===== src/rtl/pwm_dual_pkg.sv =====
`timescale 1ns/1ps
package pwm_dual_pkg;
    localparam int ADDR_W = 3;
    localparam logic [ADDR_W-1:0] A_PER0  = 3'd0;
    localparam logic [ADDR_W-1:0] A_PER1  = 3'd1;
    localparam logic [ADDR_W-1:0] A_ON0   = 3'd2;
    localparam logic [ADDR_W-1:0] A_ON1   = 3'd3;
    localparam logic [ADDR_W-1:0] A_MODE  = 3'd4;

    typedef enum logic {
        CH_RUN   = 1'b0,
        CH_DELAY = 1'b1
    } ch_state_t;
endpackage


===== src/rtl/pwm_tick_div.sv =====
`timescale 1ns/1ps
module pwm_tick_div (
    input  logic clk,
    input  logic rst_n,
    input  logic clear,
    output logic tick
);
    logic half_q;

    always_ff @(posedge clk) begin
        if (!rst_n)     half_q <= 1'b0;
        else if (clear) half_q <= 1'b0;
        else            half_q <= ~half_q;
    end

    assign tick = half_q;

    assert_tick_alternates_R1: assert property (@(posedge clk) disable iff (!rst_n)
        (tick && !clear) |=> !tick);
endmodule


===== src/rtl/pwm_chan.sv =====
`timescale 1ns/1ps
module pwm_chan
    import pwm_dual_pkg::*;
#(
    parameter int        W           = 16,
    parameter bit        RST_DELAYED = 1'b0
) (
    input  logic         clk,
    input  logic         rst_n,
    input  logic         tick,
    input  logic         restart,
    input  logic         delayed_start,
    input  logic [W-1:0] period_lim,
    input  logic [W-1:0] delay_lim,
    input  logic [W-1:0] on_next,
    output logic         pwm
);
    ch_state_t    state_q, state_d;
    logic [W-1:0] cnt_q, cnt_d;
    logic [W-1:0] dly_q, dly_d;
    logic [W-1:0] on_q,  on_d;

    // state register
    always_ff @(posedge clk) begin
        if (!rst_n) begin
            state_q <= RST_DELAYED ? CH_DELAY : CH_RUN;
            cnt_q   <= '0;
            dly_q   <= '0;
            on_q    <= '0;
        end else begin
            state_q <= state_d;
            cnt_q   <= cnt_d;
            dly_q   <= dly_d;
            on_q    <= on_d;
        end
    end

    // next-state logic
    always_comb begin
        state_d = state_q;
        cnt_d   = cnt_q;
        dly_d   = dly_q;
        on_d    = on_q;
        if (restart) begin
            state_d = delayed_start ? CH_DELAY : CH_RUN;
            cnt_d   = '0;
            dly_d   = '0;
            on_d    = on_next;
        end else if (tick) begin
            unique case (state_q)
                CH_RUN: begin
                    if (cnt_q == period_lim) begin
                        cnt_d = '0;
                        on_d  = on_next;
                    end else begin
                        cnt_d = cnt_q + W'(1);
                    end
                end
                CH_DELAY: begin
                    if (dly_q == delay_lim) begin
                        state_d = CH_RUN;
                        cnt_d   = '0;
                        on_d    = on_next;
                    end else begin
                        dly_d = dly_q + W'(1);
                    end
                end
                default: ;
            endcase
        end
    end

    // output logic
    always_comb begin
        pwm = (state_q == CH_RUN) && (cnt_q < on_q);
    end

    assert_cnt_wrap_R1: assert property (@(posedge clk) disable iff (!rst_n)
        (state_q == CH_RUN && tick && cnt_q == period_lim && !restart) |=> cnt_q == '0);
    assert_cnt_bound_R1: assert property (@(posedge clk) disable iff (!rst_n)
        (state_q == CH_RUN) |-> cnt_q <= period_lim);
    assert_full_on_R3: assert property (@(posedge clk) disable iff (!rst_n)
        (state_q == CH_RUN && on_q > period_lim) |-> pwm);
    assert_delay_exit_R5: assert property (@(posedge clk) disable iff (!rst_n)
        (state_q == CH_DELAY && tick && dly_q == delay_lim && !restart)
        |=> (state_q == CH_RUN && cnt_q == '0));
    assert_shadow_hold_R6: assert property (@(posedge clk) disable iff (!rst_n)
        (state_q == CH_RUN && !restart && !(tick && cnt_q == period_lim)) |=> $stable(on_q));
    assert_restart_clear_R7: assert property (@(posedge clk) disable iff (!rst_n)
        restart |=> (cnt_q == '0 && dly_q == '0));
endmodule


===== src/rtl/pwm_dual_offset.sv =====
`timescale 1ns/1ps
module pwm_dual_offset
    import pwm_dual_pkg::*;
#(
    parameter int W = 16
) (
    input  logic              clk,
    input  logic              rst_n,
    input  logic              wr_en,
    input  logic [ADDR_W-1:0] wr_addr,
    input  logic [W-1:0]      wr_data,
    output logic              pwm0,
    output logic              pwm1
);
    localparam int NCH = 2;

    logic [W-1:0] per_q [NCH];
    logic [W-1:0] on_q  [NCH];
    logic         mode_q;
    logic         mode_nxt;
    logic         per_wr, mode_wr, restart, tick;
    logic [NCH-1:0] pwm_v;

    assign per_wr   = wr_en && (wr_addr == A_PER0 || wr_addr == A_PER1);
    assign mode_wr  = wr_en && (wr_addr == A_MODE);
    assign restart  = per_wr || mode_wr;
    assign mode_nxt = mode_wr ? wr_data[0] : mode_q;

    always_ff @(posedge clk) begin
        if (!rst_n) begin
            per_q[0] <= '1;
            per_q[1] <= '1;
            on_q[0]  <= '0;
            on_q[1]  <= '0;
            mode_q   <= 1'b0;
        end else if (wr_en) begin
            unique case (wr_addr)
                A_PER0:  per_q[0] <= wr_data;
                A_PER1:  per_q[1] <= wr_data;
                A_ON0:   on_q[0]  <= wr_data;
                A_ON1:   on_q[1]  <= wr_data;
                A_MODE:  mode_q   <= wr_data[0];
                default: ;
            endcase
        end
    end

    pwm_tick_div u_div (
        .clk   (clk),
        .rst_n (rst_n),
        .clear (restart),
        .tick  (tick)
    );

    for (genvar g = 0; g < NCH; g++) begin : g_ch
        logic [W-1:0] lim;
        logic         dstart;
        if (g == 0) begin : g_lead
            assign lim    = per_q[0];
            assign dstart = 1'b0;
        end else begin : g_follow
            assign lim    = mode_q ? per_q[1] : per_q[0];
            assign dstart = ~mode_nxt;
        end
        pwm_chan #(.W(W), .RST_DELAYED(g != 0)) u_ch (
            .clk           (clk),
            .rst_n         (rst_n),
            .tick          (tick),
            .restart       (restart),
            .delayed_start (dstart),
            .period_lim    (lim),
            .delay_lim     (per_q[1]),
            .on_next       (on_q[g]),
            .pwm           (pwm_v[g])
        );
    end

    assign pwm0 = pwm_v[0];
    assign pwm1 = pwm_v[1];

    assert_restart_tick_R7: assert property (@(posedge clk) disable iff (!rst_n)
        restart |=> !tick);
    assert_mode_load_R9: assert property (@(posedge clk) disable iff (!rst_n)
        mode_wr |=> mode_q == $past(wr_data[0]));
    assert_reset_low_R8: assert property (@(posedge clk) disable iff (!rst_n)
        $rose(rst_n) |-> (!pwm0 && !pwm1));
endmodule


===== config.mk =====
export PLATFORM = sky130hd
export DESIGN_NAME = pwm_dual_offset
export DESIGN_NICKNAME = d
export VERILOG_FILES = /design/src/rtl/pwm_dual_pkg.sv /design/src/rtl/pwm_tick_div.sv /design/src/rtl/pwm_chan.sv /design/src/rtl/pwm_dual_offset.sv
export SDC_FILE = /design/constraint.sdc
export NUM_CORES = 1
export LEC_CHECK = 0
export ABC_AREA = 1
export BUFFER_PORTS_ARGS = -buffer_cell sky130_fd_sc_hd__clkbuf_2
export CAP_MARGIN = 25
export CORE_MARGIN = 1.5
export CORE_UTILIZATION = 45
export CTS_CLUSTER_DIAMETER = 30
export CTS_CLUSTER_SIZE = 28
export DETAILED_ROUTE_END_ITERATION = 7
export PLACE_DENSITY_LB_ADDON = 0.1
export SETUP_SLACK_MARGIN = 0.02
export SLEW_MARGIN = 20
export SYNTH_ARGS = -nofsm -noshare
export SYNTH_HDL_FRONTEND = slang
export SYNTH_SLANG_ARGS = --single-unit
export TNS_END_PERCENT = 1

===== constraint.sdc =====
create_clock -name clk -period 3.6 [get_ports clk]
set_input_delay 0.9 -clock clk [delete_from_list [all_inputs] [get_ports clk]]
set_output_delay 0.9 -clock clk [all_outputs]
set_load 0.05 [all_outputs]

# Yosys cells after proc, flatten, opt, wreduce, memory -nomap -nowiden
# Memory sizes are Yosys's and may differ from the RTL's.
# Index checks and enable logic that the tools add are counted.
# classes
add_sub_neg,4
n_lt_le_gt_ge,2
n_eq_ne,14
muxes,46
n_bitwise,10
n_reduce_logical,16
# op_table
op,count
$mux W16,17
$pmux W16 S2,4
$add A16 B1 Y16 const B,4
$eq A16 B16 Y1,4
$lt A16 B16 Y1,2
$mux W1,25
$reduce_and A3 Y1,4
$eq A3 B2 Y1 const B,2
$ne A3 B2 Y1 const B,2
$not A1 Y1,6
$reduce_and A2 Y1,3
$logic_and A1 B1 Y1,4
$ne A2 B2 Y1 const B,2
$or A1 B1 Y1,4
$eq A3 B1 Y1 const B,1
$eq A3 B3 Y1 const B,1
$logic_not A3 Y1,1
$ne A3 B1 Y1 const B,1
$ne A3 B3 Y1 const B,1
$logic_or A1 B1 Y1,2
$reduce_bool A2 Y1,1
$reduce_or A2 Y1,1
# word_totals
ff_bits,100
ramBits,64
out_inout_bits,2
n_memories,2
# mem_list
name,depth,word_bits,rd,rd_clocked_by_memory_dff,write_ports,line_no,text
on_q,2,16,2,0,2,pwm_dual_offset.sv:18,logic [W-1:0] on_q [NCH];
per_q,2,16,2,0,2,pwm_dual_offset.sv:17,logic [W-1:0] per_q [NCH];

# Logic depth before layout (Yosys ltp)
# An unclocked memory read counts as a cell.
# depth
ltp_word,7
depth_mapped,16

# Cells and area by module
# From an unflattened synthesis, not the netlist that was laid out.
# unflattened
hier_cells,1423
area_unflattened_um2,9748.1
# modules_own_cells
mod,n_inst,cells_per_inst,area_per_inst_um2,seq_area_each_um2
pwm_chan at g_ch[0].u_ch,1,614,3638.5,980.9
pwm_chan at g_ch[1].u_ch,1,615,3622.2,980.9
pwm_dual_offset,1,190,2453.6,1941.9
pwm_tick_div,1,4,33.8,20.0

# Least setup slack after synthesis
# OpenSTA, ideal clock, no wires.
# synth_path
kind,input-to-reg
start,in wr_en
end,mem per_q[0][0] (enable)
setup_ns,0.415
t_arrival_ns,2.524
t_required_ns,3.185
slack_ns,0.662
stages,4
n_path_buf,0
cell_sequence,inv_1 > nor2_1 > inv_1 > o31ai_1
# synth_rtl
element,line_no,text
start: declaration,pwm_dual_offset.sv:9,"input logic wr_en,"
end: declaration,pwm_dual_offset.sv:17,

# Worst setup path after layout
# layout_path
start,reg g_ch[1].u_ch.cnt_q[9]
end,out pwm1
# layout_between
elab_chain_len,2
# layout_rtl
element,line_no,text
start: declaration,pwm_chan.sv:19,"logic [W-1:0] cnt_q, cnt_d;"
start signal: assignment,pwm_chan.sv:32,cnt_q <= cnt_d;
$lt A16 B16 Y1,pwm_chan.sv:75,pwm = (state_q == CH_RUN) && (cnt_q < on_q);
$logic_and A1 B1 Y1,pwm_chan.sv:75,
end: declaration,pwm_dual_offset.sv:13,output logic pwm1
# No other way between the ends.

==> impl_metrics.yaml <==
run_status:
  status: "finished clean"
power:
  seqPwrFrac_pct: 48.4
  pwr-share-clk_pct: 42.2
  leakage_nw: 4.34
  power.density_nw_per_um2: 419
  switching_share_pct: 28.8
  total_power_mw: 4.32
  p_comb_share_pct: 9.3
  p_sw_mw: 1.24
  peakVddDrop_mv: 0.296
  internal_power_mw: 3.08
clock_network:
  clock_sink_count: 164
  cts_buffers: 17
  cts_root_buf: "clkbuf_16"
  h-tree-depth: 4
  cts_resized: 0
  cts_hold_buf: 0
  clkTransAtPathRegs_ps: 80
  cts_tree: "yes"
  insertion_delay_ps: 440
  clockBufferDepth: 2
  postCtsSetupBuffers: 0
worst_setup_path:
  critPathSlowestCell: "dfxtp_1"
  critPathKind: "flop to output pin"
  critPathMaxStageDelay_ps: 520
  required_ps: 2700
  cp.arrival_ps: 2170
  r2r_setup_slack_ps: 1140
  critPathMaxFanout: 8
  worstSetupStartpointType: "flop"
  path_cells: "ha_1 -> a21oi_1 -> o21ai_0 -> nand3_1 -> a21oi_1 -> nand3b_1 -> a21oi_1 -> clkbuf_2"
  worstReg2RegStart: "per_q[0][26]"
  rr_worst_depth: 14
  reg2reg_to: "g_ch[1].u_ch.on_q[6]"
  crit_top_cell: "a21oi_1"
  end_kind: "output pin"
grt:
  grt_use_total_pct: 24.1
  first_global_vias: 7478
  grt_max_degree: 39
  grt_pass1_wl_mm: 40.4
  overflow: 0
  antenna_found_initial: 0
yosys:
  synth_most_common_cell: "nand2_1"
  synth_area_um2: 9390
  async_reset_ff_share_pct: 0
  synth_ff_type: "dfxtp_1"
  ys_ff_latch: 164
  avgSynthCellArea_um2: 7.23
  yosys-top-cells-area: "dfxtp_1 21%, edfxtp_1 20%, nand2_1 15%"
  synth_nets: 1355
  yosysUniqueCellTypes: 41
  yosysWarnings: 0
  synth_top_area_cell: "dfxtp_1"
  seq_area_frac_synth_pct: 41.8
  synth_common_cells: "378 x nand2_1, 169 x nor2_1, 152 x inv_1, 100 x dfxtp_1, 82 x a21oi_1"
  synth_cells: 1299
  synth_top_area_share_pct: 21.3
  synth_edf_count: 64
die:
  die_y_um: 147
  chipWidth_um: 147
  start_util_pct: 46.1
  dieArea_um2: 21700
  ioPinCount: 24
  core_area_um2: 20400
  row_count: 52
finish:
  diodes: 0
  num-nets-final: 1369
  num-fill-cells: 2043
  area_delta_synth_final_pct: 9.76
  drive_gt1_share_pct: 7.99
sta:
  hold_violations: 0
  tightest_slew_ps: 810
  slew_violations: 0
  period_share_pct: 85.2
  rsz0062_at_grt: "false"
  final.setup.tns_ps: 0
  skew_ps: 15.6
  timing.fmax_mhz: 326
  finalSetupViolCount: 0
  slew_headroom_pct: 46.0
  fin_crit_ps: 3070
routing:
  firstDrtPassIters: 5
  vias: 8050
  wl_mm: 25.0
  drt-initial-drc-count: 527
  drc_errors: 0
  antenna_left: 0
  drt-wirelength-per-cell_um: 15.7
  viasPerCell: 5.04
placed_design:
  io_buffer_count: 23
  place_congestion: 0.901
  hpwl_mm: 18.7
hold_path:
  hp-start: "g_ch[1].u_ch.on_q[14]"
  hold_path.class: "flop to flop"
  hold_path_depth: 2
  whs_endpoint: "g_ch[1].u_ch.on_q[14]"
flow_run:
  drv_cap: 0
routing by layer:
metal	share of wire (%)	global-route usage (%)	vias to the layer above
li1	-	-	4208
met3	3.6	3.12	30
met1	49	34.4	3666
met5	0	0	-
met4	1.6	7.55	0
met2	46	37.9	146
per-stage QoR:
stage	instances	hold slack (ps)	utilization (%)	area (µm²)	setup WS, ps
global route	1596	506	50.6	10300	346
floorplan	1299	452	-	9390	662
global placement	1564	467	47.7	9720	1030
detailed placement	1564	471	47.7	9720	1030
finish	1596	486	50.6	10300	534
CTS	1596	489	50.6	10300	551
cells in the final DEF (no fill, tap or decap), types with 5 or more instances in the layout:
master / synthesis / routed
nand4_1: 28 / 28
inv_6: 1 / 5
nand2_1: 378 / 378
inv_2: 10 / 10
nor2_1: 169 / 169
dfxtp_1: 100 / 100
xor2_1: 39 / 39
clkbuf_16: 0 / 17
buf_4: 3 / 13
nand2_2: 9 / 9
o21ai_0: 31 / 31
nand3_1: 74 / 74
nand3b_1: 19 / 19
inv_1: 152 / 152
a21oi_1: 82 / 82
clkbuf_2: 2 / 23
ha_1: 34 / 34
edfxtp_1: 64 / 64
nor3_1: 25 / 25
power groups by stage:
stage / clock network [mW] / registers (mW) / logic, mW
after floorplan: 0 / 2.09 / 0.310
after global placement: 0 / 2.14 / 0.402
after detailed placement: 0 / 2.14 / 0.403
after CTS: 1.85 / 2.10 / 0.404
after global routing: 1.92 / 2.10 / 0.465
final: 1.83 / 2.09 / 0.403
kinds of logic after synthesis:
family                     share of synthesized area, %
adders and majority gates                          4.53
AOI/OAI and AO/OA                                  7.62
DFF                                                41.8
xor gates and xnor gates                           4.01
buffers and inverters                              9.19
and+or+nand+nor                                    32.9
state kept, by name, summed over array words and instances, names as in the netlist:
name,cells
on_q,32
mode_q,1
g_ch.u_ch.state_q,2
g_ch.u_ch.dly_q,32
g_ch.u_ch.on_q,32
u_div.tick,1
g_ch.u_ch.cnt_q,32
per_q,32
critical path, delay by kind of cell (launching register included):
family	cells	cell delay, ps
buf+inv	1	290
flops	1	520
compound gates	4	380
simple gates	2	220
fa+ha+maj	1	310
layout make-up:
class	instances	area [µm²]	share of cell area, %
multi-input combinational	930	4630	44.9
sequential	164	3920	38.1
inverter	164	621	6.02
clock buffer	17	425	4.13
tap	270	338	3.28
timing repair buffer	36	213	2.06
clock inverter	15	164	1.59
worst max-delay path by stage:
stage | slack, ps | start | endpoint | cells past startpoint
after floorplan | 660 | wr_en | per_q[0][0] | 4
after global placement | 1030 | g_ch[1].u_ch.cnt_q[9] | pwm1 | 8
after detailed placement | 1030 | rst_n | on_q[0][17] | 3
after CTS | 550 | g_ch[1].u_ch.cnt_q[9] | pwm1 | 8
after global routing | 350 | g_ch[1].u_ch.cnt_q[9] | pwm1 | 8
final | 530 | g_ch[1].u_ch.cnt_q[9] | pwm1 | 8
Note: power is estimated with default switching activity, not from simulation.
